File: src/rtl/lineq_pkg.sv
package lineq_pkg;

   // Result of one line measurement, produced on the cycle a sync edge is seen
   typedef struct packed {
      logic done;     // a line boundary was sampled
      logic valid;    // measurement armed and inside the plausible range
      logic shortl;   // valid and at or below the short limit
   } line_evt_t;

   function automatic int unsigned bits_for(input int unsigned value);
      return (value < 2) ? 1 : $clog2(value + 1);
   endfunction

endpackage

File: src/rtl/lineq_edge.sv
module lineq_edge #(
   parameter bit FALLING = 1'b1
) (
   input  logic clk_i,
   input  logic rst_ni,
   input  logic lvl_i,
   output logic edge_o
);

   // Reset the previous sample to the level after the wanted edge, so no edge
   // is reported until the opposite level has been seen once.
   localparam logic PREV_RST = FALLING ? 1'b0 : 1'b1;

   logic prev_q;

   always_ff @(posedge clk_i) begin
      if (!rst_ni) prev_q <= PREV_RST;
      else         prev_q <= lvl_i;
   end

   generate
      if (FALLING) begin : g_fall
         assign edge_o = prev_q & ~lvl_i;
      end else begin : g_rise
         assign edge_o = ~prev_q & lvl_i;
      end
   endgenerate

endmodule

File: src/rtl/lineq_meter.sv
module lineq_meter
   import lineq_pkg::*;
#(
   parameter int unsigned MIN_LEN   = 1000,
   parameter int unsigned SHORT_MAX = 1360,
   parameter int unsigned MAX_LEN   = 1500
) (
   input  logic      clk_i,
   input  logic      rst_ni,
   input  logic      edge_i,
   input  logic      en_i,
   output line_evt_t evt_o
);

   localparam int unsigned SAT_VAL = MAX_LEN + 1;
   localparam int unsigned CW      = bits_for(SAT_VAL);
   localparam logic [CW-1:0] MIN_C   = CW'(MIN_LEN);
   localparam logic [CW-1:0] SHORT_C = CW'(SHORT_MAX);
   localparam logic [CW-1:0] MAX_C   = CW'(MAX_LEN);
   localparam logic [CW-1:0] SAT_C   = CW'(SAT_VAL);

   logic [CW-1:0] cnt_q;
   logic [CW-1:0] len_now;
   logic          armed_q;
   logic          in_range;

   // Only edges on which the downstream system advances are counted
   always_comb begin
      if (en_i && (cnt_q != SAT_C)) len_now = cnt_q + CW'(1);
      else                          len_now = cnt_q;
   end

   assign in_range = (len_now >= MIN_C) && (len_now <= MAX_C);

   always_ff @(posedge clk_i) begin
      if (!rst_ni) begin
         cnt_q   <= '0;
         armed_q <= 1'b0;
      end else if (edge_i) begin
         cnt_q   <= '0;
         armed_q <= 1'b1;
      end else begin
         cnt_q   <= len_now;
      end
   end

   always_comb begin
      evt_o.done   = edge_i;
      evt_o.valid  = edge_i && armed_q && in_range;
      evt_o.shortl = edge_i && armed_q && in_range && (len_now <= SHORT_C);
   end

   // a frozen downstream leaves the measurement untouched
   p_cnt_hold_r2: assert property (@(posedge clk_i) disable iff (!rst_ni)
      (!en_i && !edge_i) |=> (cnt_q == $past(cnt_q)));

   // every sampled boundary arms the measurement for the next line
   p_arm_r6: assert property (@(posedge clk_i) disable iff (!rst_ni)
      edge_i |=> armed_q);

endmodule

File: src/rtl/lineq_stall.sv
module lineq_stall
   import lineq_pkg::*;
#(
   parameter int unsigned STALL_TICKS = 4
) (
   input  logic clk_i,
   input  logic rst_ni,
   input  logic bypass_i,
   input  logic short_i,
   output logic en_o,
   output logic active_o,
   output logic start_o
);

   localparam int unsigned SW = bits_for(STALL_TICKS);
   localparam logic [SW-1:0] LOAD_C = SW'(STALL_TICKS);

   logic [SW-1:0] left_q;
   logic [SW-1:0] left_d;
   logic          en_q;

   // A stall in progress is never restarted or stretched
   assign start_o = !bypass_i && (left_q == '0) && short_i;

   always_comb begin
      if (bypass_i)           left_d = '0;
      else if (left_q != '0)  left_d = left_q - SW'(1);
      else if (start_o)       left_d = LOAD_C;
      else                    left_d = '0;
   end

   always_ff @(posedge clk_i) begin
      if (!rst_ni) begin
         left_q <= '0;
         en_q   <= 1'b1;
      end else begin
         left_q <= left_d;
         en_q   <= (left_d == '0);
      end
   end

   assign en_o     = en_q;
   assign active_o = (left_q != '0);

   // the stall window counts down by one tick per cycle
   p_countdown_r4: assert property (@(posedge clk_i) disable iff (!rst_ni)
      (active_o && !bypass_i) |=> (left_q == $past(left_q) - SW'(1)));

   // the flag and the enable agree in every cycle
   p_flag_r5: assert property (@(posedge clk_i) disable iff (!rst_ni)
      active_o == !en_o);

   // a sampled bypass leaves the enable high
   p_bypass_r9: assert property (@(posedge clk_i) disable iff (!rst_ni)
      $past(bypass_i) |-> en_o);

   // a stall only begins after a short line was reported
   p_cause_r3: assert property (@(posedge clk_i) disable iff (!rst_ni)
      $rose(active_o) |-> $past(short_i));

endmodule

File: src/rtl/lineq_tally.sv
module lineq_tally #(
   parameter int unsigned W = 4
) (
   input  logic         clk_i,
   input  logic         rst_ni,
   input  logic         clear_i,
   input  logic         inc_i,
   output logic [W-1:0] count_o
);

   localparam logic [W-1:0] TOP_C = '1;

   logic [W-1:0] count_q;
   logic [W-1:0] count_d;

   always_comb begin
      if (clear_i)                          count_d = inc_i ? W'(1) : '0;
      else if (inc_i && (count_q != TOP_C)) count_d = count_q + W'(1);
      else                                  count_d = count_q;
   end

   always_ff @(posedge clk_i) begin
      if (!rst_ni) count_q <= '0;
      else         count_q <= count_d;
   end

   assign count_o = count_q;

   // after a frame boundary at most the same-edge correction remains
   p_clear_r10: assert property (@(posedge clk_i) disable iff (!rst_ni)
      clear_i |=> (count_o <= W'(1)));

   // without a clear the tally only holds or steps up by one
   p_step_r10: assert property (@(posedge clk_i) disable iff (!rst_ni)
      !clear_i |=> ((count_o == $past(count_o)) || (count_o == $past(count_o) + W'(1))));

endmodule

File: src/rtl/short_line_equalizer.sv
module short_line_equalizer
   import lineq_pkg::*;
#(
   parameter int unsigned MIN_LEN     = 1000,
   parameter int unsigned SHORT_MAX   = 1360,
   parameter int unsigned MAX_LEN     = 1500,
   parameter int unsigned STALL_TICKS = 4,
   parameter int unsigned TALLY_W     = 4,
   parameter bit          SYNC_FALL   = 1'b1
) (
   input  logic               clk_i,
   input  logic               rst_ni,
   input  logic               hsync_i,
   input  logic               vsync_i,
   input  logic               bypass_i,
   output logic               clk_en_o,
   output logic               stall_o,
   output logic [TALLY_W-1:0] fix_count_o
);

   generate
      if ((MIN_LEN > SHORT_MAX) || (SHORT_MAX >= MAX_LEN)) begin : g_bad_range
         $error("length window must satisfy MIN_LEN <= SHORT_MAX < MAX_LEN");
      end
      if (STALL_TICKS < 1) begin : g_bad_stall
         $error("STALL_TICKS must be at least 1");
      end
      if (TALLY_W < 1) begin : g_bad_tally
         $error("TALLY_W must be at least 1");
      end
   endgenerate

   logic      h_edge;
   logic      v_edge;
   logic      en;
   logic      start;
   line_evt_t evt;

   lineq_edge #(.FALLING(SYNC_FALL)) u_h_edge (
      .clk_i  (clk_i),
      .rst_ni (rst_ni),
      .lvl_i  (hsync_i),
      .edge_o (h_edge)
   );

   lineq_edge #(.FALLING(SYNC_FALL)) u_v_edge (
      .clk_i  (clk_i),
      .rst_ni (rst_ni),
      .lvl_i  (vsync_i),
      .edge_o (v_edge)
   );

   lineq_meter #(
      .MIN_LEN   (MIN_LEN),
      .SHORT_MAX (SHORT_MAX),
      .MAX_LEN   (MAX_LEN)
   ) u_meter (
      .clk_i  (clk_i),
      .rst_ni (rst_ni),
      .edge_i (h_edge),
      .en_i   (en),
      .evt_o  (evt)
   );

   lineq_stall #(.STALL_TICKS(STALL_TICKS)) u_stall (
      .clk_i    (clk_i),
      .rst_ni   (rst_ni),
      .bypass_i (bypass_i),
      .short_i  (evt.shortl),
      .en_o     (en),
      .active_o (stall_o),
      .start_o  (start)
   );

   lineq_tally #(.W(TALLY_W)) u_tally (
      .clk_i   (clk_i),
      .rst_ni  (rst_ni),
      .clear_i (v_edge),
      .inc_i   (start),
      .count_o (fix_count_o)
   );

   assign clk_en_o = en;

endmodule

File: config.mk
export PLATFORM = sky130hd
export DESIGN_NAME = short_line_equalizer
export DESIGN_NICKNAME = d
export VERILOG_FILES = /design/src/rtl/lineq_pkg.sv /design/src/rtl/lineq_edge.sv /design/src/rtl/lineq_meter.sv /design/src/rtl/lineq_stall.sv /design/src/rtl/lineq_tally.sv /design/src/rtl/short_line_equalizer.sv
export SDC_FILE = /design/constraint.sdc
export NUM_CORES = 1
export LEC_CHECK = 0
export ABC_AREA = 1
export BUFFER_PORTS_ARGS = -buffer_cell sky130_fd_sc_hd__buf_2
export CORE_ASPECT_RATIO = 1.4
export CORE_MARGIN = 8
export CORE_UTILIZATION = 40
export DETAILED_ROUTE_END_ITERATION = 16
export GPL_TIMING_DRIVEN = 0
export HOLD_SLACK_MARGIN = 0.15
export PLACE_DENSITY_LB_ADDON = 0.08
export SYNTH_ARGS = -nofsm -noshare
export SYNTH_HDL_FRONTEND = slang
export SYNTH_SLANG_ARGS = --single-unit
File: constraint.sdc
create_clock -name clk_i -period 3.8 [get_ports clk_i]
set_input_delay 0.76 -clock clk_i [delete_from_list [all_inputs] [get_ports clk_i]]
set_output_delay 0.76 -clock clk_i [all_outputs]
set_load 0.1 [all_outputs]
==> results.yml, run 1 <==
outcome:
  status: "finished clean"
floorplan:
  die_w_um: 65.1
  row_count: 25
  start_util_pct: 40.8
  io-pin-count: 11
  die_y_um: 84.8
  core_um2: 3320
  die_area_um2: 5520
yosys:
  synth_cells: 196
  ys_seq_elements: 22
  synth_area_um2: 1350
  yosys_warnings: 0
  syn-num-nets: 205
  yosysSeqAreaShare_pct: 32.6
  synthDistinctLibCells: 27
  synth_ff_type: "dfxtp_1"
  synth_area_per_cell_um2: 6.89
  async_flop_share_pct: 0
  synth_edf_count: 0
timing:
  slew_headroom_pct: 67.6
  tns_ns: 0
  slew_violations: 0
  layout_setup_ws_ns: 1.46
  final.setup_skew_ns: 0.00230
  timing.hold.ws_ns: 0.485
  rsz0062_at_grt: "false"
  fin_crit_sh_pct: 61.6
  max_freq_mhz: 427
  min_period_ns: 2.34
  setup_violations: 0
  finalHoldViolations: 0
  tightest_slew_ns: 0.489
cts:
  htree_levels: 1
  cts_resized: 0
  clockBufferDepth: 2
  numCtsBuffers: 3
  clk_pin_slew_ns: 0.08
  ctsHoldBuffers: 0
  cts_tree: "done"
  insertion_delay_ns: 0.26
  cts_setup_buffers: 0
  clkSinkCount: 22
  ctsRootBufferMaster: "clkbuf_8"
routing:
  first_iter_violations: 22
  vias: 1188
  drc: 0
  post_drt_wl_per_cell_um: 10.5
  ant_nets: 0
  vias_per_cell: 4.75
  drt_wl_total_um: 2630
  drtPass1Iterations: 4
layout:
  fin_cells: 250
  area_delta_synth_final_pct: 11.5
  multi_input_area_um2: 759
  layout.nets: 220
  fillCellCount: 373
  drive_gt1_share_pct: 19.5
  n_antenna_cell: 0
  final-seq-area_um2: 440
setup_path:
  timing.rr.end: "u_tally.count_o[0]$_SDFFE_PN0P_"
  worstSetupPathType: "reg2reg"
  crit_path_end_kind: "flop"
  rr_worst_depth: 16
  arrival_ns: 2.51
  r2r_setup_slack_ns: 1.46
  required_ns: 3.97
  cp-start-kind: "flop"
  timing.rr.start: "u_meter.cnt_q[1]$_SDFF_PP0_"
  critical_path_peak_fanout: 9
worst_hold_path:
  holdPathEnd: "u_meter.armed_q$_SDFFE_PN0P_"
  hp-start: "u_meter.armed_q$_SDFFE_PN0P_"
  min_path_cells: 2
  hold_class: "reg2reg"
grt:
  antenna_found_initial: 0
  grt_max_degree: 13
  grt_usage_pct: 10.3
  grt_pass1_vias: 1152
  grt-ovfl-total: 0
  grt_pass1_wl_um: 4610
flow_run:
  cap_viol_max_count: 0
pwr:
  p_seq_share_pct: 55.7
  p_clk_share_pct: 38.2
  p_leak_nw: 0.725
  peakVddDrop_mv: 0.216
  p_int_mw: 0.337
  combPwrFrac_pct: 6.1
  switchingPower_mw: 0.0936
  p_sw_share_pct: 21.7
  power_mw: 0.431
  power_density_nw_per_um2: 286
placed_design:
  dp_slack_ns: 1.46
  dp_cells: 246
  gp_congestion: 0.782
  hpwl_um: 2150
  portBuffers: 10
-- metrics by stage --
step | area, um2 | util [%]
final | 1510 | 45.4
after global routing | 1510 | 45.4
after CTS | 1510 | 45.4
after detailed placement | 1450 | 43.8
after global placement | 1450 | 43.8
after floorplan | 1350 | -
-- Yosys cell counts, types with 3 or more instances --
| cell type | n | area, um2 |
|---|---|---|
| a21oi_1 | 7 | 35.0 |
| dfxtp_1 | 22 | 440 |
| ha_1 | 4 | 50.1 |
| inv_1 | 34 | 128 |
| inv_2 | 3 | 11.3 |
| nand2_1 | 40 | 150 |
| nand2_2 | 10 | 62.6 |
| nand3_1 | 13 | 65.1 |
| nand3_2 | 3 | 30.0 |
| nand4_1 | 5 | 31.3 |
| nor2_1 | 26 | 97.6 |
| nor2_2 | 3 | 18.8 |
| o21ai_1 | 4 | 20.0 |
| xor2_1 | 7 | 61.3 |
-- power by group through the flow --
| stage | clock network (mW) | logic (mW) | registers [mW] |
|---|---|---|---|
| after floorplan | 0 | 0.0191 | 0.244 |
| after global placement | 0 | 0.0266 | 0.245 |
| after detailed placement | 0 | 0.0265 | 0.245 |
| after CTS | 0.173 | 0.0268 | 0.240 |
| after global routing | 0.179 | 0.0308 | 0.241 |
| final | 0.165 | 0.0265 | 0.240 |
-- per-layer routing --
layer	wire length (um)	share of wire [%]	track usage [%]	vias up
li1	-	-	-	636
met1	1090	41	9.85	535
met2	1430	54	20.1	12
met3	53	2.0	1.33	5
met4	59	2.2	5.38	0
met5	0	0	0	-
-- cell families (layout without fill, tap and decap cells) --
group                      Yosys count  in the layout  synth area share (%)
AOI/OAI and AO/OA                   16             16                  7.69
xor gates and xnor gates             8              8                  5.19
adders and majority gates            4              4                  3.70
buffers and inverters               39             53                  11.2
DFF                                 22             22                  32.6
and+or+nand+nor                    107            107                  39.6
-- worst max path at each step --
| stage | from | to | slack (ns) | cells past startpoint |
|---|---|---|---|---|
| after global routing | u_meter.cnt_q[1]$_SDFF_PP0_ | u_tally.count_o[0]$_SDFFE_PN0P_ | 1.22 | 16 |
| after detailed placement | u_meter.cnt_q[1]$_SDFF_PP0_ | u_tally.count_o[0]$_SDFFE_PN0P_ | 1.46 | 16 |
| after global placement | u_meter.cnt_q[1]$_SDFF_PP0_ | u_tally.count_o[0]$_SDFFE_PN0P_ | 1.47 | 16 |
| after floorplan | u_stall.en_o$_SDFF_PN1_ | u_tally.count_o[0]$_SDFFE_PN0P_ | 1.41 | 11 |
| final | u_meter.cnt_q[1]$_SDFF_PP0_ | u_tally.count_o[0]$_SDFFE_PN0P_ | 1.46 | 16 |
| after CTS | u_meter.cnt_q[1]$_SDFF_PP0_ | u_tally.count_o[0]$_SDFFE_PN0P_ | 1.44 | 16 |
-- cell usage in the layout (no fill, tap or decap) --
| cell type | netlist | layout |
|---|---|---|
| nand2_1 | 40 | 40 |
| inv_1 | 34 | 34 |
| nor2_1 | 26 | 26 |
| dfxtp_1 | 22 | 22 |
| nand3_1 | 13 | 13 |
| nand2_2 | 10 | 10 |
| buf_2 | 0 | 10 |
| xor2_1 | 7 | 7 |
| a21oi_1 | 7 | 7 |
| nand4_1 | 5 | 5 |
| o21ai_1 | 4 | 4 |
| ha_1 | 4 | 4 |
| clkbuf_8 | 0 | 4 |
| inv_2 | 3 | 3 |
| nor2_2 | 3 | 3 |
| nand3_2 | 3 | 3 |
| nor2_4 | 2 | 2 |
| nand3b_1 | 2 | 2 |
| nand3_4 | 1 | 1 |
| nand2_8 | 1 | 1 |
| inv_6 | 1 | 1 |
| xnor2_1 | 1 | 1 |
| nor3_1 | 1 | 1 |
| a21oi_4 | 1 | 1 |
| o21ai_0 | 1 | 1 |
| clkbuf_1 | 1 | 1 |
| a21boi_1 | 1 | 1 |
| o21ai_2 | 1 | 1 |
| o21bai_2 | 1 | 1 |
-- flip-flops by register name (all words and copies together) (netlist names) --
register / count
u_tally.count_o: 4
u_v_edge.prev_q: 1
u_stall.en_o: 1
u_h_edge.prev_q: 1
u_meter.cnt_q: 11
u_meter.armed_q: 1
u_stall.left_q: 3
-- critical path, stage by stage, from the launching register on --
cell and delay [ns]:
dfxtp_1 0.43, inv_1 0.07, ha_1 0.18, nand2_1 0.11
nor2_4 0.05, nand3_4 0.10, nand2_8 0.10, inv_6 0.09
nand3_2 0.07, xnor2_1 0.29, nand3_2 0.15, a21oi_4 0.21
nand3_2 0.16, nand2_1 0.09, nand3_1 0.06, nand2_1 0.06
inv_1 0.03
-- final cells by class --
type	count	area share, %
plain buffers	1	0.249
repair buffers	10	3.32
multi-input cells	135	50.4
clock buffers	4	3.65
inverters	38	9.80
flip-flops and latches	22	29.2
well taps	40	3.32
(Power assumes the default switching activity.)
==> inputs of run 2 (changes only) <==
==> constraint.sdc (replaced) <==
create_clock -name clk_i -period 2.3 [get_ports clk_i]
set_input_delay 0.46 -clock clk_i [delete_from_list [all_inputs] [get_ports clk_i]]
set_output_delay 0.46 -clock clk_i [all_outputs]
set_load 0.1 [all_outputs]
==> run 2 against run 1 <==
Net effect: critical path depth increased by 3; highest routed layer unchanged; clock skew decreased by 0.00062 ns; sequential share of layout area decreased by 1.9 points; worst hold slack got worse by 0.089 ns.
==> results.yml, run 2 (synthesized netlist as in run 1, its figures left out) <==
layout:
  top_regs: "u_meter.cnt_q: 11 flops, u_tally.count_o: 4 flops, u_stall.left_q: 3 flops"
  area_delta_synth_final_pct: 22.1
  finalCoreUtilization_pct: 49.8
  top_register: "u_meter.cnt_q"
  final_cell_mix: "37 x nand2_1, 32 x inv_1, 25 x nor2_1, 18 x dfxtp_1, 11 x nand3_1"
  layout.nets: 229
  final_common_cell: "nand2_1"
  n_antenna_cell: 0
  largest_register_ffs: 11
  drive_gt1_share_pct: 29.8
placed_design:
  hpwl_um: 2190
  gp_congestion: 0.767
  dp_slack_ns: -0.0504
  portBuffers: 10
timing:
  fin_crit_sh_pct: 95.6
  min_period_ns: 2.20
  slew_headroom_pct: 67.7
  tightest_slew_ns: 0.488
  layout_setup_ws_ns: 0.101
  slew_violations: 0
  finalHoldViolations: 0
  setup_violations: 0
  final.setup_skew_ns: 0.00167
  max_freq_mhz: 455
  rsz0062_at_grt: "true"
grt:
  grt_pass1_vias: 1188
  grt_max_degree: 12
  grt_pass1_wl_um: 4850
  grt-ovfl-total: 0
  grt_usage_pct: 10.7
  antenna_found_initial: 0
routing:
  vias: 1227
  vias_per_cell: 4.76
  drt_wl_total_um: 2900
  drtPass1Iterations: 4
  post_drt_wl_per_cell_um: 11.2
  drc: 0
  first_iter_violations: 33
  ant_nets: 0
floorplan:
  die_area_um2: 5520
  die_y_um: 84.8
  start_util_pct: 40.8
  die_w_um: 65.1
  io-pin-count: 11
  row_count: 25
  core_um2: 3320
cts:
  cts_tree: "done"
  clockBufferDepth: 2
  clkSinkCount: 22
  numCtsBuffers: 3
  ctsRootBufferMaster: "clkbuf_8"
  htree_levels: 1
  clk_pin_slew_ns: 0.07
  insertion_delay_ns: 0.26
setup_path:
  crit_path_end_kind: "flop"
  required_ns: 2.46
  cp-start-kind: "flop"
  worstSetupPathType: "reg2reg"
  arrival_ns: 2.36
  critical_path_peak_fanout: 7
pwr:
  power_mw: 0.687
  power_density_nw_per_um2: 416
  p_leak_nw: 0.790
  peakVddDrop_mv: 0.308
flow_run:
  cap_viol_max_count: 0
outcome:
  status: "finished clean"
worst_hold_path:
  hold_class: "in2reg"
run 2: cell count changes in the layout (fill, tap and decap cells not counted), moves of 2 or more:
cell,previous run,this run
buf_4,0,9
nand2_4,0,4
dfxtp_1,22,18
dfxtp_2,0,2
nand2_1,40,37
inv_1,34,32
nand3_1,13,11
dfxtp_4,0,2
run 2: routing by layer:
metal / global-route usage [%] / routed length (um) / part of all wire [%] / vias to the layer above
li1: - / - / - / 650
met1: 10.8 / 1230 / 43 / 567
met2: 20.4 / 1590 / 55 / 8
met3: 1.73 / 49 / 1.7 / 2
met4: 4.78 / 21 / 0.73 / 0
met5: 0 / 0 / 0 / -
run 2: what timing repair did:
item                                    in CTS  in global routing
hold buffers                                 0                  0
pin swaps                                    0                 16
endpoints found under the setup margin       3                  6
buffers inserted                             0                  9
gates cloned                                 0                  0
endpoints found under the hold margin        0                  0
resized for setup                            2                 23
run 2: worst paths after layout:
| kind | start | end | slack, ns | cells after the start |
|---|---|---|---|---|
| hold reg to reg | u_meter.armed_q$_SDFFE_PN0P_ | u_meter.armed_q$_SDFFE_PN0P_ | 0.48 | 2 |
| setup / recovery | u_meter.cnt_q[1]$_SDFF_PP0_ | u_tally.count_o[0]$_SDFFE_PN0P_ | 0.10 | 19 |
| hold / removal | vsync_i | u_v_edge.prev_q$_SDFF_PN0_ | 0.40 | 3 |
| setup reg to reg | u_meter.cnt_q[1]$_SDFF_PP0_ | u_tally.count_o[0]$_SDFFE_PN0P_ | 0.10 | 19 |
run 2: layout make-up:
| class | count | area (um2) |
|---|---|---|
| Buffer | 1 | 3.75 |
| Clock buffer | 3 | 41.3 |
| Fill cell | 381 | 1670 |
| Inverter | 38 | 153 |
| Multi-Input combinational cell | 135 | 835 |
| Sequential cell | 22 | 450 |
| Tap cell | 40 | 50.0 |
| Timing Repair Buffer | 19 | 118 |
run 2: power by group:
group | internal [mW] | switching [mW]
combinational | 0.0252 | 0.0309
sequential | 0.388 | 0.00919
clock | 0.117 | 0.117
run 2: worst max-delay path: stages (launching register included):
cell	delay, ns
dfxtp_4	0.37
inv_4	0.06
ha_4	0.13
nand2_4	0.05
nor2_4	0.11
nand3_4	0.12
nand2_8	0.14
inv_8	0.05
nand2_4	0.06
nand2_4	0.05
nand2_2	0.06
nand2_2	0.04
nor2_2	0.11
nand3_2	0.10
a21oi_4	0.26
nand3_4	0.14
nand2_2	0.10
nand3_2	0.05
nand2_1	0.06
inv_1	0.03
run 2: metrics by stage:
step,instances,area (um2),hold slack [ns],setup TNS [ns]
after floorplan,196,1350,0.441,0
after global placement,246,1450,0.452,-0.0218
after detailed placement,246,1450,0.465,-0.0677
after CTS,249,1500,0.391,0
after global routing,258,1650,0.395,-0.140
final,258,1650,0.396,0
==> inputs of run 3 (changes only) <==
--- a/config.mk
+++ b/config.mk
@@ -9,7 +9,7 @@
 export BUFFER_PORTS_ARGS = -buffer_cell sky130_fd_sc_hd__buf_2
 export CORE_ASPECT_RATIO = 1.4
 export CORE_MARGIN = 8
-export CORE_UTILIZATION = 40
+export CORE_UTILIZATION = 58
 export DETAILED_ROUTE_END_ITERATION = 16
 export GPL_TIMING_DRIVEN = 0
 export HOLD_SLACK_MARGIN = 0.15
==> run 3 against run 2 <==
Net effect: final cell count is 7.8% lower; critical path depth unchanged; via count shrank 0.73%; clock-buffer cell count grew 1; worst hold slack got worse by 0.062 ns; non-clock buffer count is 3 lower; global-route usage grew 1.5 points.
==> results.yml, run 3 (synthesized netlist as in run 1, its figures left out) <==
floorplan:
  core_um2: 2200
  die_w_um: 56.8
  row_count: 20
  io-pin-count: 11
  start_util_pct: 61.4
  die_y_um: 73.1
  die_area_um2: 4150
placed_design:
  gp_congestion: 0.782
  hpwl_um: 2050
  portBuffers: 10
  placed_cell_area_um2: 1430
grt:
  grt_pass1_vias: 1161
  antenna_found_initial: 0
  grt_pass1_wl_um: 4270
  grt_max_degree: 13
  grt-ovfl-total: 0
  grt_usage_pct: 12.2
timing:
  tightest_slew_ns: 0.489
  slew_violations: 0
  final.setup_skew_ns: 0.00338
  min_period_ns: 2.22
  finalHoldViolations: 0
  timing.hold.ws_ns: 0.334
  slew_headroom_pct: 67.6
  setup_violations: 0
  fin_crit_sh_pct: 96.6
  max_freq_mhz: 450
  rsz0062_at_grt: "true"
routing:
  vias_per_cell: 5.12
  post_drt_wl_per_cell_um: 11.1
  vias: 1218
  drt_wl_total_um: 2650
  first_iter_violations: 14
  wl_met3_um: 26
  ant_nets: 0
  routed.top_layer: "met4"
  drtPass1Iterations: 4
  drc: 0
  wl_met1_um: 1080
  wl_met2_um: 1490
pwr:
  peakVddDrop_mv: 0.366
  power_density_nw_per_um2: 420
  p_leak_nw: 0.766
layout:
  top_register: "u_meter.cnt_q"
  fillCellCount: 200
  final_cell_area_um2: 1570
  n_antenna_cell: 0
  top_regs: "u_meter.cnt_q: 11 flops, u_tally.count_o: 4 flops, u_stall.left_q: 3 flops"
  largest_register_ffs: 11
  final_cell_mix: "37 x nand2_1, 32 x inv_1, 25 x nor2_1, 18 x dfxtp_1, 13 x nand2_2"
  area_delta_synth_final_pct: 16.4
  final_common_cell: "nand2_1"
  layout.nets: 226
  drive_gt1_share_pct: 28.2
cts:
  insertion_delay_ns: 0.31
  clockBufferDepth: 2
  clk_pin_slew_ns: 0.12
  ctsRootBufferMaster: "clkbuf_4"
  cts_tree: "done"
  numCtsBuffers: 3
  ctsHoldBuffers: 0
  clkSinkCount: 22
  htree_levels: 1
setup_path:
  crit_path_end_kind: "flop"
  critical_path_peak_fanout: 8
  max_stage_delay_ns: 0.39
  critical_path.top_delay_family: "simple AND/OR/NAND/NOR gates"
  path_cells: "inv_2, ha_4, nand2_2, nor2_4, nand3_4, nand2_8, inv_8, nand2_2, nand2_2, nand2_2, nand2_2, nor2_2, nand3_2, a21oi_4, nand3_4, nand2_2, nand3_2, nand2_1, inv_1"
  crit_slowest_cell: "dfxtp_4"
  crit_buf_inv: 3
  cp_common_cell: "nand2_2"
  cp-start-kind: "flop"
  worstSetupPathType: "reg2reg"
  required_ns: 2.53
  arrival_ns: 2.45
outcome:
  status: "finished clean"
worst_hold_path:
  hold_class: "in2reg"
flow_run:
  cap_viol_max_count: 0
[run 3: cell types whose count changed in the layout (fill, tap and decap cells not counted), sizes merged]
cell | previous run | this run
buf | 19 | 16
clkbuf | 4 | 5
[run 3: layer usage]
metal / vias to the layer above / track usage [%]
met5: - / 0
met4: 0 / 4.71
met3: 5 / 1.57
met2: 9 / 25.2
met1: 558 / 11.5
li1: 646 / -
[run 3: stage by stage]
step | TNS, ns | setup WS (ns) | util, % | instances | power (mW)
after floorplan | 0 | 0.237 | - | 196 | 0.435
after global placement | 0 | 0.0212 | 64.9 | 228 | 0.447
after detailed placement | -0.0314 | -0.0314 | 64.9 | 228 | 0.448
after CTS | 0 | 0.0350 | 67.0 | 232 | 0.656
after global routing | -0.0932 | -0.0760 | 71.4 | 238 | 0.688
final | 0 | 0.0783 | 71.4 | 238 | 0.661
[run 3: power by group]
part           internal (mW)  leakage, nW  switching (mW)  total, mW
combinational         0.0212        0.566          0.0282     0.0494
sequential             0.388        0.180         0.00935      0.398
clock                 0.0968       0.0210           0.117      0.214
total                  0.506        0.766           0.155      0.661
[run 3: area by class of cell]
class / instances / area [um2] / share of cell area [%]
tap: 22 / 27.5 / 1.75
inverter: 38 / 150 / 9.55
buffer: 1 / 3.75 / 0.239
clock buffer: 4 / 36.3 / 2.31
multi-input combinational: 135 / 806 / 51.2
sequential: 22 / 450 / 28.6
timing repair buffer: 16 / 98.8 / 6.28
[run 3: worst register-to-register path, stage by stage, from the launching register on]
cell	delay (ns)
dfxtp_4	0.39
inv_2	0.06
ha_4	0.12
nand2_2	0.05
nor2_4	0.11
nand3_4	0.12
nand2_8	0.14
inv_8	0.05
nand2_2	0.05
nand2_2	0.06
nand2_2	0.07
nand2_2	0.05
nor2_2	0.10
nand3_2	0.10
a21oi_4	0.26
nand3_4	0.13
nand2_2	0.10
nand3_2	0.07
nand2_1	0.07
inv_1	0.03
[run 3: worst paths after layout]
| path | startpoint | to | slack (ns) | cells after the start |
|---|---|---|---|---|
| worst max-delay path | u_meter.cnt_q[1]$_SDFF_PP0_ | u_tally.count_o[0]$_SDFFE_PN0P_ | 0.08 | 19 |
| worst min register to register | u_meter.armed_q$_SDFFE_PN0P_ | u_meter.armed_q$_SDFFE_PN0P_ | 0.50 | 2 |
| worst min-delay path | vsync_i | u_v_edge.prev_q$_SDFF_PN0_ | 0.33 | 3 |
| worst max register to register | u_meter.cnt_q[1]$_SDFF_PP0_ | u_tally.count_o[0]$_SDFFE_PN0P_ | 0.08 | 19 |
[run 3: repair_timing]
item | in CTS | in global routing
endpoints found under the hold margin | 0 | 0
pin swaps | 0 | 13
resized for setup | 2 | 17
setup endpoints to repair | 2 | 5
setup buffers | 0 | 6
